File: config.mk
export PLATFORM = sky130hd
export DESIGN_NAME = nand_retry_seq
export DESIGN_NICKNAME = d
export VERILOG_FILES = /design/src/rtl/nrr_pkg.sv /design/src/rtl/nrr_ctrl.sv /design/src/rtl/nrr_ptr.sv /design/src/rtl/nrr_emit.sv /design/src/rtl/nand_retry_seq.sv
export SDC_FILE = /design/constraint.sdc
export NUM_CORES = 1
export LEC_CHECK = 0
export BUFFER_PORTS_ARGS = -buffer_cell sky130_fd_sc_hd__buf_4
export CORE_AREA = 2 2 208 210
export CTS_BUF_LIST = sky130_fd_sc_hd__clkbuf_16
export CTS_CLUSTER_SIZE = 8
export DETAILED_ROUTE_END_ITERATION = 8
export DIE_AREA = 0 0 210 212
export PLACE_DENSITY_LB_ADDON = 0.08
export RECOVER_POWER = 100
export SLEW_MARGIN = 10
export SYNTH_ARGS = -nofsm -noshare
export SYNTH_HDL_FRONTEND = slang
export SYNTH_HIERARCHICAL = 1
export SYNTH_SLANG_ARGS = --single-unit
File: constraint.sdc
create_clock -name clk -period 13.9 [get_ports clk]
set_input_delay 3.475 -clock clk [delete_from_list [all_inputs] [get_ports clk]]
set_output_delay 3.475 -clock clk [all_outputs]
set_load 0.05 [all_outputs]
File: src/rtl/nrr_pkg.sv
package nrr_pkg;

    typedef enum logic [1:0] {
        CYC_CMD  = 2'd0,
        CYC_ADDR = 2'd1,
        CYC_DATA = 2'd2
    } cyc_kind_e;

    typedef enum logic [2:0] {
        ST_IDLE,
        ST_ENTER,
        ST_ADDR,
        ST_DATA,
        ST_APPLY
    } seq_state_e;

    typedef struct packed {
        cyc_kind_e  kind;
        logic [7:0] data;
    } cyc_req_t;

    localparam logic [7:0] OP_ENTER = 8'h36;
    localparam logic [7:0] OP_APPLY = 8'h16;

    // Retry register addresses of the 1x-nm family; beyond index 7 unused.
    function automatic logic [7:0] retry_reg_addr(input int unsigned idx);
        logic [7:0] a;
        case (idx)
            0:       a = 8'hCC;
            1:       a = 8'hBF;
            2:       a = 8'hAA;
            3:       a = 8'hAB;
            4:       a = 8'hCD;
            5:       a = 8'hAD;
            6:       a = 8'hAE;
            7:       a = 8'hAF;
            default: a = 8'h00;
        endcase
        return a;
    endfunction

endpackage

File: src/rtl/nrr_ctrl.sv
module nrr_ctrl
    import nrr_pkg::*;
(
    input  logic       clk,
    input  logic       rst,
    input  logic       start,
    input  logic       cyc_ready,
    input  logic       cyc_fail,
    input  logic       cnt_zero,
    input  logic       last_idx,
    output seq_state_e state,
    output logic       accept,
    output logic       idx_inc,
    output logic       done,
    output logic       err
);

    seq_state_e state_q, state_d;
    logic       done_q, err_q;
    logic       hs_ok, hs_bad;

    assign hs_ok  = (state_q != ST_IDLE) && cyc_ready && !cyc_fail;
    assign hs_bad = (state_q != ST_IDLE) && cyc_ready && cyc_fail;
    assign accept = (state_q == ST_IDLE) && start;

    always_comb begin
        state_d = state_q;
        case (state_q)
            ST_IDLE:  if (accept) state_d = ST_ENTER;
            ST_ENTER: begin
                if (hs_bad)     state_d = ST_IDLE;
                else if (hs_ok) state_d = cnt_zero ? ST_APPLY : ST_ADDR;
            end
            ST_ADDR: begin
                if (hs_bad)     state_d = ST_IDLE;
                else if (hs_ok) state_d = ST_DATA;
            end
            ST_DATA: begin
                if (hs_bad)     state_d = ST_IDLE;
                else if (hs_ok) state_d = last_idx ? ST_APPLY : ST_ADDR;
            end
            ST_APPLY: if (hs_bad || hs_ok) state_d = ST_IDLE;
            default:  state_d = ST_IDLE;
        endcase
    end

    assign idx_inc = (state_q == ST_DATA) && hs_ok && !last_idx;

    always_ff @(posedge clk) begin
        if (rst) begin
            state_q <= ST_IDLE;
            done_q  <= 1'b0;
            err_q   <= 1'b0;
        end else begin
            state_q <= state_d;
            done_q  <= (state_q == ST_APPLY) && hs_ok;
            if (accept)      err_q <= 1'b0;
            else if (hs_bad) err_q <= 1'b1;
        end
    end

    assign state = state_q;
    assign done  = done_q;
    assign err   = err_q;

endmodule

File: src/rtl/nrr_ptr.sv
module nrr_ptr #(
    parameter int NUM_MODES = 8,
    parameter int MAX_REGS  = 8,
    localparam int MODE_W   = $clog2(NUM_MODES),
    localparam int CNT_W    = $clog2(MAX_REGS + 1),
    localparam int IDX_W    = $clog2(MAX_REGS),
    localparam int OFS_W    = $clog2(NUM_MODES * MAX_REGS)
) (
    input  logic              clk,
    input  logic              rst,
    input  logic              accept,
    input  logic [MODE_W-1:0] mode_in,
    input  logic [CNT_W-1:0]  count_in,
    input  logic              idx_inc,
    output logic [IDX_W-1:0]  idx,
    output logic [OFS_W-1:0]  ofs,
    output logic              cnt_zero,
    output logic              last_idx
);

    localparam int PROD_W = MODE_W + CNT_W + 1;
    localparam logic [CNT_W-1:0] CNT_MAX = CNT_W'(MAX_REGS);

    logic [MODE_W-1:0] mode_q;
    logic [CNT_W-1:0]  cnt_q, cnt_sat;
    logic [IDX_W-1:0]  idx_q;
    logic [PROD_W-1:0] ofs_full;

    assign cnt_sat = (count_in > CNT_MAX) ? CNT_MAX : count_in;

    always_ff @(posedge clk) begin
        if (rst) begin
            mode_q <= '0;
            cnt_q  <= '0;
            idx_q  <= '0;
        end else if (accept) begin
            mode_q <= mode_in;
            cnt_q  <= cnt_sat;
            idx_q  <= '0;
        end else if (idx_inc) begin
            idx_q  <= idx_q + 1'b1;
        end
    end

    assign ofs_full = PROD_W'(mode_q) * PROD_W'(cnt_q) + PROD_W'(idx_q);
    assign ofs      = OFS_W'(ofs_full);
    assign idx      = idx_q;
    assign cnt_zero = (cnt_q == '0);
    assign last_idx = ((CNT_W'(idx_q) + 1'b1) == cnt_q);

endmodule

File: src/rtl/nrr_emit.sv
module nrr_emit
    import nrr_pkg::*;
#(
    parameter int NUM_MODES = 8,
    parameter int MAX_REGS  = 8,
    localparam int IDX_W    = $clog2(MAX_REGS),
    localparam int OFS_W    = $clog2(NUM_MODES * MAX_REGS),
    localparam int ENTRIES  = NUM_MODES * MAX_REGS
) (
    input  seq_state_e            state,
    input  logic [IDX_W-1:0]      idx,
    input  logic [OFS_W-1:0]      ofs,
    input  logic [8*ENTRIES-1:0]  val_table,
    output cyc_req_t              req
);

    logic [7:0] addr_tab [MAX_REGS];
    logic [7:0] val_arr  [ENTRIES];

    for (genvar g = 0; g < MAX_REGS; g++) begin : g_addr
        assign addr_tab[g] = retry_reg_addr(g);
    end

    for (genvar k = 0; k < ENTRIES; k++) begin : g_val
        assign val_arr[k] = val_table[8*k +: 8];
    end

    always_comb begin
        req.kind = CYC_CMD;
        req.data = 8'h00;
        case (state)
            ST_ENTER: begin
                req.kind = CYC_CMD;
                req.data = OP_ENTER;
            end
            ST_ADDR: begin
                req.kind = CYC_ADDR;
                req.data = addr_tab[idx];
            end
            ST_DATA: begin
                req.kind = CYC_DATA;
                req.data = val_arr[ofs];
            end
            ST_APPLY: begin
                req.kind = CYC_CMD;
                req.data = OP_APPLY;
            end
            default: ;
        endcase
    end

endmodule

File: src/rtl/nand_retry_seq.sv
module nand_retry_seq
    import nrr_pkg::*;
#(
    parameter int NUM_MODES = 8,
    parameter int MAX_REGS  = 8,
    localparam int MODE_W   = $clog2(NUM_MODES),
    localparam int CNT_W    = $clog2(MAX_REGS + 1),
    localparam int IDX_W    = $clog2(MAX_REGS),
    localparam int OFS_W    = $clog2(NUM_MODES * MAX_REGS),
    localparam int TAB_W    = 8 * NUM_MODES * MAX_REGS
) (
    input  logic              clk,
    input  logic              rst,
    input  logic              start,
    input  logic [MODE_W-1:0] mode,
    input  logic [CNT_W-1:0]  reg_count,
    input  logic [TAB_W-1:0]  val_table,
    output logic              cyc_valid,
    input  logic              cyc_ready,
    input  logic              cyc_fail,
    output logic [1:0]        cyc_kind,
    output logic [7:0]        cyc_byte,
    output logic              busy,
    output logic              done,
    output logic              err
);

    seq_state_e       state;
    logic             accept, idx_inc, cnt_zero, last_idx;
    logic [IDX_W-1:0] idx;
    logic [OFS_W-1:0] ofs;
    cyc_req_t         req;

    nrr_ctrl u_ctrl (
        .clk       (clk),
        .rst       (rst),
        .start     (start),
        .cyc_ready (cyc_ready),
        .cyc_fail  (cyc_fail),
        .cnt_zero  (cnt_zero),
        .last_idx  (last_idx),
        .state     (state),
        .accept    (accept),
        .idx_inc   (idx_inc),
        .done      (done),
        .err       (err)
    );

    nrr_ptr #(
        .NUM_MODES (NUM_MODES),
        .MAX_REGS  (MAX_REGS)
    ) u_ptr (
        .clk      (clk),
        .rst      (rst),
        .accept   (accept),
        .mode_in  (mode),
        .count_in (reg_count),
        .idx_inc  (idx_inc),
        .idx      (idx),
        .ofs      (ofs),
        .cnt_zero (cnt_zero),
        .last_idx (last_idx)
    );

    nrr_emit #(
        .NUM_MODES (NUM_MODES),
        .MAX_REGS  (MAX_REGS)
    ) u_emit (
        .state     (state),
        .idx       (idx),
        .ofs       (ofs),
        .val_table (val_table),
        .req       (req)
    );

    assign cyc_valid = (state != ST_IDLE);
    assign busy      = (state != ST_IDLE);
    assign cyc_kind  = req.kind;
    assign cyc_byte  = req.data;

endmodule

== Yosys cells after proc, flatten, opt, wreduce, memory -nomap -nowiden ==
Memory sizes are Yosys's and may differ from the RTL's.
Index checks and enable logic that the tools add are counted.
W data, S select, Z words.

* $add $sub $neg: 3
* Div/mod/pow operators: 0
* Reduce and logical (&&, ||, !) cells: 15
* Equal/unequal tests: 10
* Order comparisons: 3
* Muxes and demuxes: 18
* Shifts and indexed selects: 0
* Bitwise operators: 2
* Multipliers: 1

{| class="wikitable"
|+ Operators by type and width
! operator !! number
|-
| $bmux W8 S6 || 1
|-
| $pmux W10 S4 || 1
|-
| $mux W8 || 4
|-
| $mux W3 || 10
|-
| $pmux W3 S5 || 1
|-
| $ne A3 B1 Y1 const B || 3
|-
| $ge A7 B7 Y1 const B || 1
|-
| $logic_and A1 B1 Y1 || 7
|-
| $not A6 Y7 || 1
|-
| $add A6 B3 Y6 || 1
|-
| $eq A3 B2 Y1 const B || 2
|-
| $mul A3 B4 Y6 || 1
|-
| $reduce_and A5 Y1 || 1
|-
| $add A3 B1 Y4 const B || 1
|-
| $eq A4 B4 Y1 || 1
|-
| $ge A4 B4 Y1 const B || 1
|-
| $gt A4 B4 Y1 const B || 1
|-
| $logic_not A4 Y1 || 1
|-
| $mux W4 || 1
|-
| $not A3 Y4 || 1
|-
| $add A3 B1 Y3 const B || 1
|-
| $eq A3 B1 Y1 const B || 1
|-
| $eq A3 B3 Y1 const B || 1
|-
| $logic_not A3 Y1 || 1
|-
| other kinds (6) || 7
|}

* Bits in writable memories: 0
* Bits in read-only memories: 64
* Logic and storage cells: 59
* Latch bits: 0
* Memories: 1
* Flip-flop bits (word level): 15
* Input port bits: 524
* Output and inout bits: 14

{| class="wikitable"
|+ Memory list
! name !! words !! bits a word !! rd ports !! clocked after Yosys merged registers in !! write ports !! line !! source
|-
| (no name shown) || 8 || 8 || 1 || 0 || 0 || nrr_emit.sv:38 || <nowiki>req.data = addr_tab[idx];</nowiki>
|}

== Depth between registers and ports, before layout ==
Gate-level depths: netlist of the first run.

* Word-level depth: 7
* Depth in mapped cells: 17
* Depth with buffers taken out: 15

== Hierarchy ==
Netlist of the first run, hierarchy kept.

{| class="wikitable"
|+ Modules (own cells, without submodules)
! module !! cells each !! area each (um2) !! instances !! seq. area each (um2)
|-
| nrr_emit || 363 || 4416.7 || 1 || 0.0
|-
| nrr_ptr || 89 || 810.8 || 1 || 200.2
|-
| nrr_ctrl || 34 || 309.0 || 1 || 100.1
|-
| nand_retry_seq || 2 || 13.8 || 1 || 0.0
|}

== Worst setup path before layout of the first run ==
No wires, ideal clock.

* Path kind: in2out
* From: in val_table[314]
* To: out cyc_byte[2]
* Setup slack: 5.184 ns
* Stages: 4
* Path buffers: 0
* Data required time: 10.425 ns
* Arrival: 5.241 ns
* Path through: mux4_2 > mux4_2 > mux2_2 > a2111o_1

* Cells in the longest elaborated chain, start to end: 4

{| class="wikitable"
|+ RTL lines
! item !! line !! source
|-
| start, declared || nand_retry_seq.sv:17 || <nowiki>input logic [TAB_W-1:0] val_table,</nowiki>
|-
| $bmux W8 S6 || nrr_emit.sv:42 || <nowiki>req.data = val_arr[ofs];</nowiki>
|-
| $mux W8 (not written as such) (2 in a row) || nrr_emit.sv:42 ||
|-
| $pmux W10 S4 || nrr_emit.sv:31 || <nowiki>case (state)</nowiki>
|-
| end, declared || nand_retry_seq.sv:22 || <nowiki>output logic [7:0] cyc_byte,</nowiki>
|}

Every way passes these cells. The select of a mux whose other input is x is not followed.

== Worst setup path in the final report of the first run ==
* From: reg u_ptr.cnt_q[2]
* To: out cyc_byte[0]

* Cells in the longest elaborated chain, start to end: 7

{| class="wikitable"
|+ RTL lines
! item !! line !! source
|-
| start, declared || nrr_ptr.sv:25 || <nowiki>logic [CNT_W-1:0] cnt_q, cnt_sat;</nowiki>
|-
| start signal, assigned || nrr_ptr.sv:38 || <nowiki>cnt_q <= cnt_sat;</nowiki>
|-
| $mul A3 B4 Y6 || nrr_ptr.sv:45 || <nowiki>assign ofs_full = PROD_W'(mode_q) * PROD_W'(cnt_q) + PROD_W'(idx_q);</nowiki>
|-
| $add A6 B3 Y6 || nrr_ptr.sv:45 ||
|-
| named net ofs[3] || nand_retry_seq.sv:31 || <nowiki>logic [OFS_W-1:0] ofs;</nowiki>
|-
| $not A6 Y7 (not written as such) || nrr_emit.sv:42 ||
|-
| $bmux W8 S6 || nrr_emit.sv:42 ||
|-
| $mux W8 (not written as such) (2 in a row) || nrr_emit.sv:42 ||
|-
| $pmux W10 S4 || nrr_emit.sv:31 ||
|}

The timed path passes the listed nets, and every way through them passes these cells. The select of a mux whose other input is x is not followed.

==> results of run 1 <==
## cell usage after synthesis (all sizes together), types with 7 or more instances
| cell type | instances |
|---|---|
| a21oi | 18 |
| a22oi | 19 |
| nor3 | 10 |
| mux4 | 120 |
| o21ai | 9 |
| nand2b | 9 |
| and2 | 11 |
| inv | 13 |
| o211ai | 7 |
| nand3 | 15 |
| mux2i | 64 |
| ha | 11 |
| clkbuf | 14 |
| nand2 | 15 |
| buf | 38 |
| nor2b | 11 |
| nor2 | 20 |
| dfxtp | 15 |
## area by class of cell
class	instances	area [µm²]	area share
Clock buffer	3	75.07	0.007406
Tap cell	546	683.2	0.06740
Timing Repair Buffer	546	4063	0.4008
Multi-Input combinational cell	408	4952	0.4886
Clock inverter	1	7.507	0.0007406
Sequential cell	15	300.3	0.02963
Inverter	13	50.05	0.004938
Antenna cell	2	5.005	0.0004938
## layer usage
layer  global-route usage  vias to the layer above  part of all wire
li1                     -                     3051                 -
met1               0.2019                     3269              0.41
met3              0.02851                       12             0.059
met5                    0                        -                 0
met4              0.01394                        0            0.0074
met2               0.3073                      317              0.52
## critical path, cell delays in order, from the launching register on
cell and delay, ns:
dfxtp_1 0.44, nand2_1 0.12, fa_1 0.55, inv_1 0.05, fa_1 0.51, inv_1 0.06
fa_1 0.40, xnor2_1 0.77, clkbuf_1 1.91, nor2b_1 0.62, a22oi_1 0.37, a21boi_0 0.13
o211ai_1 0.39, a211o_1 0.19, clkbuf_1 0.53
## power by group through the flow
stage / sequential (µW) / combinational, µW / clock [µW]
after detailed placement: 52.7 / 255 / 0
after floorplan: 50.6 / 102 / 0
after CTS: 51.9 / 256 / 60.5
after global placement: 52.9 / 254 / 0
final: 51.5 / 247 / 58.4
after global routing: 52.3 / 266 / 62.4
## registers in the layout, summed over array words and instances (netlist names)
register      flops
u_ctrl/state      3
u_ctrl/done       1
u_ptr/mode_q      3
u_ptr/idx         3
u_ptr/cnt_q       4
u_ctrl/err        1
## per-stage QoR
stage	worst slack [ns]	hold slack [ns]
after floorplan	5.184	0.5040
after global placement	4.971	0.4688
after detailed placement	4.958	0.4960
after CTS	4.864	0.5029
after global routing	2.373	0.5471
final	3.081	0.4989
## cell families after synthesis
family	count (synthesis)	share of synthesized area
compound gates	86	0.1100
simple gates	106	0.1032
fa+ha+maj	15	0.03922
buf+inv	65	0.05884
xor+xnor	11	0.01736
flops	15	0.05410
mux	190	0.6172
## worst paths after layout
kind | from | endpoint | slack [ns] | cells after the start
setup reg to reg | u_ctrl/state[0] | u_ptr/idx[2] | 11.32 | 6
hold / removal | u_ctrl/err | u_ctrl/err | 0.50 | 2
setup / recovery | u_ptr/cnt_q[2] | cyc_byte[0] | 3.08 | 14
hold reg to reg | u_ctrl/err | u_ctrl/err | 0.50 | 2
==> reports/results.txt, run 1 <==
Clock slew at reported path FFs: 0.06 ns
Distinct cells, synth: 57
Die extent in x: 210 µm
Tmin final: 10.82 ns
Crit end category: primary output
Share of the yosys chip area belonging to registers: 0.05410
NetSw: 119.2 µW
DRT antenna net count: 0
Leading cell type in the layout, fill and taps excluded: buf_4
Htree depth: 1
Mean post-synth cell area: 11.37 µm²
Cts repair resizes: 0
Switching part of the total: 0.3343
Fin Setup TNS: 0 ns
IO buf count: 537
Post-synth top area share: 0.4707
Max cap viols: 1
Clk_skew: 0.006737 ns
Crit Path Class: flip-flop to primary output
Worst Hold Class: flip-flop to flip-flop
Cell area after layout: 10140 µm²
Static leakage: 0.004140 µW
Ys flop type: dfxtp_1
Worst setup SP type: flip-flop
P&R area growth vs syn: 82.62%
Tcrit/Tclk final: 0.7784
Drt drc: 0
First-pass DRT Iterations: 4
RSZ-0062 raised after global routing: no
Final Hold Viols: 0
Worst slew pin tran: 2.623 ns
Setup violators final: 0
Vias per Instance: 4.334
Max Buffers Root-to-Sink: 2
Pwr Total: 356.5 µW
Logic gate share of total power: 0.692
EDFF count, synth: 0
Seq pwr share: 0.144
Nets: 1526
Root Buffer: clkbuf_16
Yosys warning count: 6
Largest net degree at the start of global routing: 108
Status: finished, violations left
P per Cell Area: 35.17 nW/µm²
Postcts setup bufs: 0
Worst Path Arrival: 7.34 ns
Maximum clock frequency: 92.43 MHz
Clk_lat worst skew: 0.25 ns
Failing checks: max-capacitance violations, max-slew violations
Drt wl/cell: 24.51 µm
Int Power: 237.3 µW
Gr usage total: 0.1636
Row count: 76
Vias: 6649
HPWL after DPL: 32.44 mm
CTS buffer count: 3
Syn_nets: 1027
IR drop worst, VDD: 43.81 µV
First-pass GRT wire length: 53.07 mm
Worst Path Required: 10.43 ns
Starting Density: 0.1306
Hold-fix buffers, CTS: 0
# IOs: 538
Max FO, Critical Path: 43
CTS tree: done
Cells after DPL: 1528
Max-slew violation count: 44
Max_slew headroom: -0.7485
CTS sink cnt: 15
Share of layout cells above drive strength 1: 0.6775
Routed WL: 37.60 mm
Layout Cells excl Fill: 1534
Clock power share: 0.164
Initial antenna violation count: 2
Die Y: 212 µm
Vias in the first global route: 7383
Async SR Flop Fraction: 0
Post-Syn Area: 5550 µm²
Area of the die: 44520 µm²
Gpl congestion: 0.7776
GRT Residual Overflow: 0
Fillers: 4604
Most frequent cells in the layout: buf_4, mux4_2, mux2i_1
Core area: 42510 µm²
Post-DP Area: 10120 µm²
Synthesis-stage register bit count: 15
Area contributors post-synth: mux4_2, mux2i_1, dfxtp_1, a22oi_1, ha_1
Leading area contributor after synthesis: mux4_2
Initial DRC count: 292
Post-synthesis cell count: 488
Core Util, Final: 0.2385
No activity file was read; power rests on OpenSTA's default activity.
==> run 2, diff against run 1 <==
--- a/config.mk
+++ b/config.mk
@@ -6,11 +6,11 @@
 export NUM_CORES = 1
 export LEC_CHECK = 0
 export BUFFER_PORTS_ARGS = -buffer_cell sky130_fd_sc_hd__buf_4
-export CORE_AREA = 2 2 208 210
+export CORE_AREA = 2 2 209 211
 export CTS_BUF_LIST = sky130_fd_sc_hd__clkbuf_16
 export CTS_CLUSTER_SIZE = 8
 export DETAILED_ROUTE_END_ITERATION = 8
-export DIE_AREA = 0 0 210 212
+export DIE_AREA = 0 0 211 213
 export PLACE_DENSITY_LB_ADDON = 0.08
 export RECOVER_POWER = 100
 export SLEW_MARGIN = 10
==> constraint.sdc (replaced) <==
create_clock -name clk -period 10.2 [get_ports clk]
set_input_delay 2.55 -clock clk [delete_from_list [all_inputs] [get_ports clk]]
set_output_delay 2.55 -clock clk [all_outputs]
set_load 0.05 [all_outputs]
==> reports/results.txt, run 2 (same netlist as run 1, synthesis figures left out) <==
Status: finished, violations left (unchanged)
Failing checks: max-capacitance violations, max-slew violations (unchanged)
RSZ-0062 raised after global routing: no (unchanged)
Htree depth: 1 (unchanged)
Top reg by flops: u_ptr/cnt_q (unchanged)
Pwr Total: 486.4 µW (was 356.5 µW)
Max-slew violation count: 14 (was 44)
Clk_lat worst skew: 0.25 ns (about the same)
Root Buffer: clkbuf_16 (unchanged)
Leading cell type in the layout, fill and taps excluded: buf_4 (unchanged)
Postcts setup bufs: 0 (unchanged)
Nets: 1525 (was 1526)
HPWL after DPL: 32.43 mm (was 32.44 mm)
Setup violators final: 0 (unchanged)
Crit end category: primary output (unchanged)
Vias in the first global route: 7465 (was 7383)
Largest register FFs: 4 (unchanged)
CTS tree: done (unchanged)
Slowest stage cell on the critical path: clkbuf_1 (unchanged)
Max Buffers Root-to-Sink: 2 (unchanged)
Layout Cells excl Fill: 1531 (was 1534)
Share of layout cells above drive strength 1: 0.6772 (was 0.6775)
Static leakage: 0.004147 µW (was 0.004140 µW)
DRT antenna net count: 0 (unchanged)
Die Y: 213 µm (was 212 µm)
Cts repair resizes: 0 (unchanged)
Cell area after layout: 10130 µm² (was 10140 µm²)
Crit-path cells: nand2_1, fa_1, inv_1, fa_1, inv_1, fa_1, inv_1, a21o_1, a21oi_1, xnor2_1, clkbuf_1, mux4_2, o21ai_0, a21oi_1, a211o_1, clkbuf_1 (was nand2_1, fa_1, inv_1, fa_1, inv_1, fa_1, xnor2_1, clkbuf_1, nor2b_1, a22oi_1, a21boi_0, o211ai_1, a211o_1, clkbuf_1)
Initial antenna violation count: 2 (unchanged)
Die extent in x: 211 µm (was 210 µm)
# IOs: 538 (unchanged)
First-pass DRT Iterations: 4 (unchanged)
Vias per Instance: 4.332 (was 4.334)
N_diodes: 0 (was 2)
First-pass GRT wire length: 53.25 mm (was 53.07 mm)
CTS buffer count: 3 (unchanged)
Crit Path Class: flip-flop to primary output (unchanged)
Maximum clock frequency: 116.3 MHz
Final Hold Viols: 0 (unchanged)
Worst Path Required: 7.65 ns (was 10.43 ns)
Most frequent cells in the layout: buf_4, mux4_2, mux2i_1 (unchanged)
CTS sink cnt: 15 (unchanged)
Fin Setup TNS: 0 ns (unchanged)
Row count: 76 (unchanged)
Worst path max stage delay: 1.02 ns (was 1.91 ns)
Tmin final: 8.601 ns
Area of the die: 44940 µm² (was 44520 µm²)
Gpl congestion: 0.7873 (was 0.7776)
P&R area growth vs syn: 82.57% (was 82.62%)
Max cap viols: 1 (unchanged)
P per Cell Area: 48.00 nW/µm² (was 35.17 nW/µm²)
IR drop worst, VDD: 41.29 µV (was 43.81 µV)
IO buf count: 537 (unchanged)
Initial DRC count: 214 (was 292)
Vias: 6633 (was 6649)
Core area: 42700 µm² (was 42510 µm²)
Max_slew headroom: -0.8914 (was -0.7485)
Worst setup SP type: flip-flop (unchanged)
Gr usage total: 0.1629 (was 0.1636)
Worst slew pin tran: 2.798 ns (was 2.623 ns)
Clock slew at reported path FFs: 0.05 ns (was 0.06 ns)
Starting Density: 0.1300 (was 0.1306)
Worst Hold Class: flip-flop to flip-flop (unchanged)
Tcrit/Tclk final: 0.8433
Cells after DPL: 1527 (was 1528)
Routed WL: 37.66 mm (was 37.60 mm)
Post-DP Area: 10130 µm² (was 10120 µm²)
Largest net degree at the start of global routing: 79 (was 108)
Clk_skew: 0.003443 ns (was 0.006737 ns)
Max FO, Critical Path: 17 (was 43)
Worst Path Arrival: 6.05 ns (was 7.34 ns)
Drt drc: 0 (unchanged)
Drt wl/cell: 24.60 µm (was 24.51 µm)
Hold-fix buffers, CTS: 0 (unchanged)
GRT Residual Overflow: 0 (unchanged)
run 2: power breakdown:
| part | total, µW | internal, µW | switching, µW |
|---|---|---|---|
| registers | 68.2 | 62.1 | 6.07 |
| logic | 341 | 209 | 132 |
| clock network | 77.4 | 52.0 | 25.4 |
| total | 486 | 323 | 164 |
run 2: final cells by class:
cell class	count	area [µm²]
inverter	13	50.05
timing repair buffer	545	4069
fill	4648	32560
clock inverter	1	3.754
sequential	15	300.3
tap	546	683.2
multi-input combinational	408	4952
clock buffer	3	75.07
run 2: metal layers:
layer	track usage	wire length (µm)	up-vias
met2	0.3026	19460	292
li1	-	-	3049
met3	0.02574	2103	16
met1	0.2044	15780	3272
met4	0.01481	284	4
met5	0	23	-
run 2: worst max-delay path: cells and delay by family (launching register included):
family | cells | cell delay, ns
adder cells (fa/ha/maj) | 3 | 1.46
AND/OR/NAND/NOR | 1 | 0.12
buffers and inverters | 5 | 1.68
multiplexers | 1 | 0.39
XOR/XNOR | 1 | 0.93
AO/OA/AOI/OAI | 5 | 0.76
flip-flops | 1 | 0.45
run 2: path summary, 6_finish.rpt:
path | to | slack, ns | cells past startpoint | startpoint
worst max-delay path | cyc_byte[0] | 1.60 | 16 | u_ptr/cnt_q[2]
worst max register to register | u_ptr/cnt_q[0] | 6.90 | 5 | u_ctrl/state[0]
worst min-delay path | u_ctrl/err | 0.49 | 2 | u_ctrl/err
worst min register to register | u_ctrl/err | 0.49 | 2 | u_ctrl/err
run 2: through the flow:
| step | hold slack (ns) | setup slack, ns | util |
|---|---|---|---|
| 2_1_floorplan | 0.5040 | 2.969 | - |
| 3_3_place_gp | 0.4720 | 2.897 | 0.2373 |
| 3_5_place_dp | 0.4890 | 2.825 | 0.2373 |
| 4_1_cts | 0.4983 | 2.549 | 0.2391 |
| 5_1_grt | 0.5337 | 1.148 | 0.2373 |
| 6_report | 0.4855 | 1.599 | 0.2373 |
